===== src/rtl/alu8_pkg.sv =====
package alu8_pkg;
  // Order of the result sources on the merge bus
  typedef enum int unsigned {
    SRC_ROP = 0,
    SRC_CLA = 1,
    SRC_IN  = 2,
    SRC_NPC = 3
  } src_idx_e;

  localparam int unsigned SRC_N = 4;
endpackage


===== src/rtl/alu8_rop_unit.sv =====
module alu8_rop_unit #(
  parameter int unsigned W = 8
) (
  input  logic [W-1:0] sri,
  input  logic [W-1:0] snd,
  input  logic         neg_snd,
  input  logic         pass_snd,
  input  logic         and_sel,
  input  logic         xor_sel,
  input  logic         or_sel,
  output logic [W-1:0] snd_cond,
  output logic [W-1:0] rop_out
);
  logic [W-1:0] a_op;
  logic [W-1:0] t_and, t_xor, t_or;

  // shared complement stage, also feeds the adder
  assign snd_cond = snd ^ {W{neg_snd}};
  assign a_op     = sri & {W{~pass_snd}};

  assign t_and = (a_op & snd_cond) & {W{and_sel}};
  assign t_xor = (a_op ^ snd_cond) & {W{xor_sel}};
  assign t_or  = (a_op | snd_cond) & {W{or_sel}};
  assign rop_out = t_and | t_xor | t_or;

  always_comb begin

    if (pass_snd && or_sel && !and_sel && !xor_sel && !neg_snd)
      pass_through_chk: assert (rop_out == snd)
        else $error("pass path does not deliver snd");
  end
endmodule


===== src/rtl/alu8_cla.sv =====
module alu8_cla #(
  parameter int unsigned W = 8
) (
  input  logic [W-1:0] a,
  input  logic [W-1:0] b,
  input  logic         cin,
  output logic [W-1:0] sum,
  output logic         cout
);
  logic [W-1:0] g, p;
  logic [W:0]   c;

  assign g = a & b;
  assign p = a ^ b;
  assign c[0] = cin;

  for (genvar i = 0; i < W; i++) begin : g_carry
    logic cnext;
    always_comb begin
      logic acc, prop;
      acc = 1'b0;
      for (int j = 0; j <= i; j++) begin
        prop = 1'b1;
        for (int k = j + 1; k <= i; k++) prop = prop & p[k];
        acc = acc | (g[j] & prop);
      end
      cnext = acc | ((&p[i:0]) & cin);
    end
    assign c[i+1] = cnext;
  end

  assign sum  = p ^ c[W-1:0];
  assign cout = c[W];

  always_comb begin

    cla_sum_chk: assert ({cout, sum} == ({1'b0, a} + {1'b0, b} + {{W{1'b0}}, cin}))
      else $error("lookahead sum mismatch");
  end
endmodule


===== src/rtl/alu8_merge.sv =====
module alu8_merge
  import alu8_pkg::*;
#(
  parameter int unsigned W = 8
) (
  input  logic [SRC_N-1:0][W-1:0] src,
  input  logic [SRC_N-1:0]        en,
  output logic [W-1:0]            merged,
  output logic                    zero
);
  logic [SRC_N-1:0][W-1:0] gated;

  for (genvar s = 0; s < SRC_N; s++) begin : g_gate
    assign gated[s] = src[s] & {W{en[s]}};
  end

  always_comb begin
    merged = '0;
    for (int s = 0; s < SRC_N; s++) merged = merged | gated[s];
  end

  assign zero = ~|merged;

  always_comb begin

    if (en == '0)
      clear_zero_chk: assert (merged == '0 && zero)
        else $error("clear does not force zero");
  end

  always_comb begin
    logic [W-1:0] pick;
    pick = '0;
    for (int s = 0; s < SRC_N; s++) if (en[s]) pick = src[s];

    if ($onehot(en))
      single_src_chk: assert (merged == pick)
        else $error("single source not forwarded");
  end
endmodule


===== src/rtl/alu8_rop_datapath.sv =====
module alu8_rop_datapath
  import alu8_pkg::*;
#(
  parameter int unsigned W = 8
) (
  input  logic [W-1:0] sri,
  input  logic [W-1:0] snd,
  input  logic [W-1:0] in_val,
  input  logic [W-1:0] npc_val,
  input  logic         neg_snd,
  input  logic         pass_snd,
  input  logic         and_sel,
  input  logic         xor_sel,
  input  logic         or_sel,
  input  logic         rop_en,
  input  logic         cla_en,
  input  logic         in_en,
  input  logic         npc_en,
  output logic [W-1:0] result,
  output logic         carry_out,
  output logic         zero
);
  logic [W-1:0] snd_cond, rop_out, sum;
  logic         cout;
  logic [SRC_N-1:0][W-1:0] src;
  logic [SRC_N-1:0]        en;

  alu8_rop_unit #(.W(W)) u_rop (
    .sri(sri), .snd(snd), .neg_snd(neg_snd), .pass_snd(pass_snd),
    .and_sel(and_sel), .xor_sel(xor_sel), .or_sel(or_sel),
    .snd_cond(snd_cond), .rop_out(rop_out)
  );

  alu8_cla #(.W(W)) u_cla (
    .a(sri), .b(snd_cond), .cin(neg_snd), .sum(sum), .cout(cout)
  );

  assign src[SRC_ROP] = rop_out;
  assign src[SRC_CLA] = sum;
  assign src[SRC_IN]  = in_val;
  assign src[SRC_NPC] = npc_val;
  assign en[SRC_ROP]  = rop_en;
  assign en[SRC_CLA]  = cla_en;
  assign en[SRC_IN]   = in_en;
  assign en[SRC_NPC]  = npc_en;

  alu8_merge #(.W(W)) u_merge (
    .src(src), .en(en), .merged(result), .zero(zero)
  );

  assign carry_out = cout & cla_en;

  always_comb begin

    if (cla_en && !neg_snd && !rop_en && !in_en && !npc_en)
      add_result_chk: assert ({carry_out, result} == ({1'b0, sri} + {1'b0, snd}))
        else $error("add result mismatch at top");
  end
endmodule


===== config.mk =====
export PLATFORM = sky130hd
export DESIGN_NAME = alu8_rop_datapath
export DESIGN_NICKNAME = d
export VERILOG_FILES = /design/src/rtl/alu8_pkg.sv /design/src/rtl/alu8_rop_unit.sv /design/src/rtl/alu8_cla.sv /design/src/rtl/alu8_merge.sv /design/src/rtl/alu8_rop_datapath.sv
export SDC_FILE = /design/constraint.sdc
export NUM_CORES = 1
export LEC_CHECK = 0
export CAP_MARGIN = 10
export CORE_AREA = 4 4 81 53
export DETAILED_ROUTE_END_ITERATION = 7
export DIE_AREA = 0 0 85 57
export PLACE_DENSITY = 0.71
export SLEW_MARGIN = 20
export SYNTH_ARGS = -nofsm -noshare
export SYNTH_HDL_FRONTEND = slang
export SYNTH_SLANG_ARGS = --single-unit

===== constraint.sdc =====
create_clock -name vclk -period 4.28
set_input_delay 0.428 -clock vclk [all_inputs]
set_output_delay 0.428 -clock vclk [all_outputs]
set_load 0.01 [all_outputs]

==> results.cfg, run 1 <==
[finish]
nNetsFinal = 255
design_area_um2 = 1578
seq_cells = 0
drive_gt1_share_pct = 2.660
area_growth_syn_to_layout_pct = 55.49
n_antenna_cell = 0
regArea_um2 = 0
fin_util_pct = 44.42
nClkBuffers = 0
final.fill_count = 364
multi_input_area_um2 = 904.6

[yosys]
yosysTopAreaCellShare_pct = 29.59
syn-cell-area_um2 = 1015
syn_inst = 141
yosysSeqAreaShare_pct = 0
syn_area_per_cell_um2 = 7.197
yosysWarnings = 0
synth_cell_types = 27
syn_nets = 206
yosys.area.top_type = ha_1
synthTopCellsByArea = ha_1 (30%), xor2_1 (8.6%), inv_1 (8.5%)

[critical_path]
start_kind = input port
cp-end-kind = output port
crit_type = input port to output port
critPathMaxFanout = 3
arrival_ns = 3.49
cp.required_ns = 3.85

[clock_tree]
cts_hold_buf = 0
cts_setup_buffers = 0
cts_resized = 0

[place]
dpl_cell_area_um2 = 1575
place.gp.congestion = 0.8869
dp_hpwl_um = 2864
port_buffers = 51

[power]
power_density_nw_per_um2 = 138.6
leakage_uw = 0.0007497
ir_worst_vdd_v = 0.00004785

[sta]
timing.setup.tns_ns = 0
fin_crit_sh_pct = 91.60
hold_violations = 0
rsz0062_at_grt = no
worst_hold_slack_ns = 2.005
slew_headroom_pct = 65.58
setup_violations = 0
fin_crit_ns = 3.920
slew_violations = 0
worstMarginPinSlew_ns = 0.5109
max_freq_mhz = 255.1

[floorplanning]
die_h_um = 57
die-area_um2 = 4845
start_util_pct = 28.57
design.core.area_um2 = 3552
row_count = 17
num_io_pins = 51
chipWidth_um = 85

[worst_hold_path]
whs_path_depth = 4
hp-class = input port to output port

[grt]
grt_max_degree = 10
grt-ovfl-total = 0
track_usage_pct = 13.31
antenna_found_initial = 0
grt_pass1_vias = 1154
grt_pass1_wl_um = 5499

[route]
post_drt_wl_per_cell_um = 14.36
wl_um = 3375
drt_iter0_drc = 75
routed_via_density = 4.957
route.vias.total = 1165
drc = 0
drt_pass1_iterations = 4
antenna_left = 0

[status]
status = finished clean

[flow_run]
drv_cap = 0
[routing by layer]
metal  wire, um  GRT usage, %  part of all wire (%)
met5          0             0                     0
met1       1665         19.90                    49
met2       1473         22.23                    44
met3        235         1.010                   7.0
met4          0             0                     0
[cell usage after synthesis (all sizes together)]
cell type   n
o221ai      2
or4b        1
o21ba       1
a21oi       5
xnor2       3
a21o        3
nand3       1
a22oi       4
o21ai      13
a211o       1
o21bai      1
nand2       9
o211ai      3
a211oi      2
inv        23
nor4        1
mux2i       2
a222oi      7
buf         4
nand2b     13
xor2       10
a41o        1
clkbuf      2
ha         24
nor2        5
[area by class of cell]
| cell class | count | area share, % |
|---|---|---|
| Timing Repair Buffer | 53 | 33.47 |
| Inverter | 23 | 5.472 |
| Tap cell | 47 | 3.727 |
| Multi-Input combinational cell | 112 | 57.34 |
[power breakdown]
group	switching, uW	internal (uW)
Clock	0	0
Combinational	102	116
Sequential	0	0
Total	102	116
[final timing paths]
path / startpoint / endpoint / slack, ns
worst min-delay path: npc_val[1] / result[1] / 2.01
worst max-delay path: snd[1] / zero / 0.36
[worst max-delay path: stages]
cell	delay, ns
clkdlybuf4s50_1	0.47
xor2_1	0.27
ha_1	0.33
o21ai_0	0.24
o21bai_1	0.13
a21oi_1	0.20
o211ai_1	0.13
or4b_1	0.55
nor4_2	0.15
clkdlybuf4s50_1	0.58
[cells in the final DEF, fill, tap and decap left out, types with 3 or more instances in the layout]
master	n
ha_1	24
nor2_1	5
clkdlybuf4s50_1	50
a222oi_1	7
a21oi_1	5
inv_1	23
a21o_1	3
o211ai_1	3
xor2_1	10
a22oi_1	4
xnor2_1	3
o21ai_0	13
nand2_1	9
nand2b_1	13
[metrics by stage]
step           total power (uW)  cells  worst slack [ns]
2_1_floorplan             122.5    141             1.159
3_3_place_gp              215.6    235            0.1844
3_5_place_dp              218.3    235           0.06769
4_1_cts                   219.8    235           0.06796
5_1_grt                   242.5    235            0.2032
6_report                  218.6    235            0.3597
[cells by family (layout without fill, tap and decap cells)]
| kind of cell | after synthesis | in the layout | synth area share (%) |
|---|---|---|---|
| compound gates | 43 | 43 | 30.46 |
| xor+xnor | 13 | 13 | 11.22 |
| fa+ha+maj | 24 | 24 | 29.59 |
| buf+inv | 29 | 76 | 10.85 |
| mux | 2 | 2 | 1.973 |
| simple gates | 30 | 30 | 15.91 |
No activity file was read; power rests on OpenSTA's default activity.
==> run 2: changes to the inputs <==
==> constraint.sdc (replaced) <==
create_clock -name vclk -period 4.28
set_input_delay 0.428 -clock vclk [all_inputs]
set_output_delay 0.428 -clock vclk [all_outputs]
set_load 0.05 [all_outputs]
==> run 2 against run 1 <==
Power is 23% higher. Worst setup slack better by 0.20 ns. Sequential share of layout area did not move. Flip-flop and latch count stayed put. Global-route usage is 0.12 points higher. Cell count up 0.43%. Clock-buffer cell count unchanged. Routed wire length about the same. Non-clock buffer count rose by 1. Critical path depth unchanged. Combinational power up 23%. Worst hold slack got worse by 0.28 ns. Critical path type unchanged. Largest power group unchanged. Highest routed layer unchanged.
==> results.cfg, run 2 (same netlist as run 1, synthesis figures left out) <==
[grt]
antenna_found_initial = 0
grt_use_met1_pct = 19.04
grt_pass1_wl_um = 5554
grt_use_met2_pct = 23.12
grt_pass1_vias = 1176
grt_max_degree = 11
met3_usage_pct = 1.876
grt-ovfl-total = 0
track_usage_pct = 13.43
busiest_layer = met2

[route]
drt_iter0_drc = 53
routed_via_density = 4.898
drt_pass1_iterations = 4
post_drt_wl_per_cell_um = 14.31
route.vias.total = 1156
drc = 0
antenna_left = 0
wl_um = 3376

[critical_path]
cp.required_ns = 3.85
crit_type = input port to output port
arrival_ns = 3.29
critPathMaxFanout = 3
start_kind = input port
cp-end-kind = output port

[finish]
seq_cells = 0
nNetsFinal = 256
n_antenna_cell = 0
regArea_um2 = 0
area_growth_syn_to_layout_pct = 58.69
drive_gt1_share_pct = 5.820
nClkBuffers = 0
layout_common_cells = clkdlybuf4s50_1 (45), ha_1 (24), inv_1 (23), nand2b_1 (13), o21ai_0 (13)
mostFrequentLayoutCell = clkdlybuf4s50_1

[clock_tree]
cts_hold_buf = 0
cts_setup_buffers = 0
cts_resized = 0

[floorplanning]
row_count = 17
die_h_um = 57
num_io_pins = 51
chipWidth_um = 85
start_util_pct = 28.57
design.core.area_um2 = 3552
die-area_um2 = 4845

[place]
port_buffers = 51
dp_hpwl_um = 2816
dp_slack_ns = 0.2224
place.gp.congestion = 0.8994

[sta]
finalWorstSetupSlack_ns = 0.5585
hold_violations = 0
setup_violations = 0
worstMarginPinSlew_ns = 0.5739
worst_hold_slack_ns = 1.721
max_freq_mhz = 268.7
slew_headroom_pct = 61.68
timing.setup.tns_ns = 0
fin_crit_ns = 3.722
slew_violations = 0
rsz0062_at_grt = no
fin_crit_sh_pct = 86.95

[power]
leakage_uw = 0.0007728
ir_worst_vdd_v = 0.00006610
finalPower_uw = 269.0
power_density_nw_per_um2 = 167.1

[worst_hold_path]
whs_path_depth = 4
hp-start = npc_val[4]
hp-class = input port to output port
hold-path-endpoint = result[4]

[status]
status = finished clean

[flow_run]
drv_cap = 0
## run 2: changes by cell type in the layout (fill, tap and decap cells not counted), sizes merged
| cell | before | now |
|---|---|---|
| buf | 2 | 8 |
| clkdlybuf4s50 | 50 | 45 |
## run 2: per-layer routing
metal / share of wire [%] / vias to the layer above
met3: 8.5 / 0
li1: - / 598
met2: 44 / 46
met1: 47 / 512
met4: 0 / 0
met5: 0 / -
## run 2: area by class of cell
type                       instances  area [um^2]
tap                               47        58.81
inverter                          23        86.33
multi-input combinational        112        904.6
fill                             342         1942
timing repair buffer              54        560.5
## run 2: worst max path at each step
stage	startpoint	endpoint	slack (ns)
2_1_floorplan	neg_snd	zero	0.15
3_3_place_gp	neg_snd	zero	0.36
3_5_place_dp	neg_snd	zero	0.22
4_1_cts	neg_snd	zero	0.22
5_1_grt	neg_snd	zero	0.39
6_report	snd[0]	zero	0.56
## run 2: critical path, cell delays in order
cell and delay, ns:
clkdlybuf4s50_1 0.52, xor2_1 0.26, ha_1 0.31, a211oi_2 0.27, o21bai_1 0.17, a21oi_1 0.19
o211ai_1 0.12, or4b_1 0.55, nor4_2 0.26, buf_12 0.19
## run 2: per-stage QoR
step / area [um^2] / std cells / util (%)
finish: 1610 / 236 / 45.33
CTS: 1608 / 236 / 45.26
floorplan: 1015 / 141 / -
detailed placement: 1608 / 236 / 45.26
global route: 1610 / 236 / 45.33
global placement: 1608 / 236 / 45.26
## run 2: power breakdown
group | total [uW] | leakage, uW | internal (uW) | switching [uW]
clock | 0 | 0 | 0 | 0
combinational | 269 | 0.000773 | 124 | 145
sequential | 0 | 0 | 0 | 0
total | 269 | 0.000773 | 124 | 145
==> run 3: changes to the inputs <==
- GPL_TIMING_DRIVEN: not set -> 0
- PLACE_DENSITY: 0.71 -> 0.73
- clock period: 4.28 -> 3.1 ns (I/O delays scaled with it)
==> run 3 against run 2 <==
Via count is 7.1% higher. Worst hold slack worse by 0.35 ns. Non-clock buffer count is 9 higher. Clock-buffer cell count stayed put. Worst setup slack worse by 0.45 ns. Critical path depth is 2 higher. Power is 50% higher. Cell count is 3.8% higher. Flip-flop and latch count stayed put. First-iteration DRC count is 77% higher. Critical path type unchanged. Largest power group unchanged.
==> results.cfg, run 3 (same netlist as run 1, synthesis figures left out) <==
[worst_hold_path]
whs_path_depth = 4
hp-class = input port to output port

[route]
post_drt_wl_per_cell_um = 15.29
drt_iter0_drc = 94
wl_met1_um = 1751
routed_via_density = 5.053
route.vias.total = 1238
dr.max_layer_used = met4
drc = 0
wl_um = 3747
antenna_left = 0
route.met2.wl_um = 1674
wl_met3_um = 289
drt_pass1_iterations = 4

[sta]
slew_headroom_pct = 65.63
setup_violations = 0
worstMarginPinSlew_ns = 0.5139
fin_crit_ns = 2.992
hold_violations = 0
worst_hold_slack_ns = 1.374
fin_crit_sh_pct = 96.51
max_freq_mhz = 334.3
slew_violations = 0
timing.setup.tns_ns = 0

[critical_path]
start_kind = input port
arrival_ns = 2.68
slowest_stage = or4b_4
critPathMaxFanout = 8
cp.required_ns = 2.79
crit_family = simple AND/OR/NAND/NOR gates
crit_type = input port to output port
cp_num_buf_inv = 4
cp_cell_sequence = buf_6 > buf_12 > xor2_2 > inv_1 > ha_1 > nand2_1 > o211ai_1 > a222oi_1 > o211ai_1 > or4b_4 > nor4_4 > buf_6
crit_cells = 12
cp-end-kind = output port
max_stage_delay_ns = 0.60

[flow_run]
drv_cap = 0

[grt]
grt-ovfl-total = 0
grt_max_degree = 10
grt_pass1_vias = 1289
track_usage_pct = 14.55
antenna_found_initial = 0
grt_pass1_wl_um = 5934

[finish]
design_area_um2 = 1758
nNetsFinal = 265
drive_gt1_share_pct = 17.17
area_growth_syn_to_layout_pct = 73.24
final.fill_count = 335
multi_input_area_um2 = 1028
nClkBuffers = 0
seq_cells = 0
layout_common_cells = clkdlybuf4s50_1 (30), inv_1 (23), ha_1 (21), nand2b_1 (13), buf_4 (11)
regArea_um2 = 0
mostFrequentLayoutCell = clkdlybuf4s50_1
n_antenna_cell = 0

[power]
ir_worst_vdd_v = 0.00008096
finalPower_uw = 403.5
power_density_nw_per_um2 = 229.5
leakage_uw = 0.0008754

[floorplanning]
num_io_pins = 51
start_util_pct = 28.57
chipWidth_um = 85
die_h_um = 57
row_count = 17
design.core.area_um2 = 3552
die-area_um2 = 4845

[place]
place.gp.congestion = 0.8699
port_buffers = 46
dp_hpwl_um = 2836
dpl_cell_area_um2 = 1565

[status]
status = finished clean

[clock_tree]
cts_hold_buf = 0
==> run 3: changes by cell type in the layout (fill, tap and decap cells not counted), moves of 4 or more <==
cell             change
o21ai_0              -5
buf_4                +6
dlymetal6s2s_1       +6
xor2_2               +4
o21ai_1              +4
clkdlybuf4s50_1     -15
xor2_1               -5
==> run 3: cell type report <==
| cell class | instances | share of cell area [%] |
|---|---|---|
| plain buffers | 6 | 2.206 |
| inverters | 23 | 4.911 |
| multi-input cells | 112 | 58.51 |
| well taps | 47 | 3.345 |
| repair buffers | 57 | 31.03 |
==> run 3: report_power, final <==
| group | leakage (uW) | switching (uW) | internal, uW |
|---|---|---|---|
| Sequential | 0 | 0 | 0 |
| Clock | 0 | 0 | 0 |
| Combinational | 0.000875 | 221 | 182 |
==> run 3: timing repair <==
action | 4_1_cts | 5_1_grt
pin swaps | 7 | 17
setup buffers | 6 | 5
gates resized for setup | 23 | 30
endpoints found under the setup margin | 9 | 8
endpoints found under the hold margin | 0 | 0
==> run 3: worst paths after layout <==
check | start | endpoint | slack, ns
min | cla_en | zero | 1.37
max | neg_snd | zero | 0.11
==> run 3: through the flow <==
stage / instances / worst slack [ns] / util [%]
after global routing: 245 / -0.0005629 / 49.49
after floorplan: 141 / -0.6949 / -
after detailed placement: 234 / -1.149 / 44.06
after global placement: 234 / -1.171 / 44.06
after CTS: 240 / -0.1775 / 46.25
final: 245 / 0.1083 / 49.49
==> run 3: layer usage <==
metal / GRT usage [%] / vias to the layer above
li1: - / 611
met1: 21.47 / 575
met2: 24.45 / 50
met3: 1.299 / 2
met4: 0.2257 / 0
met5: 0 / -
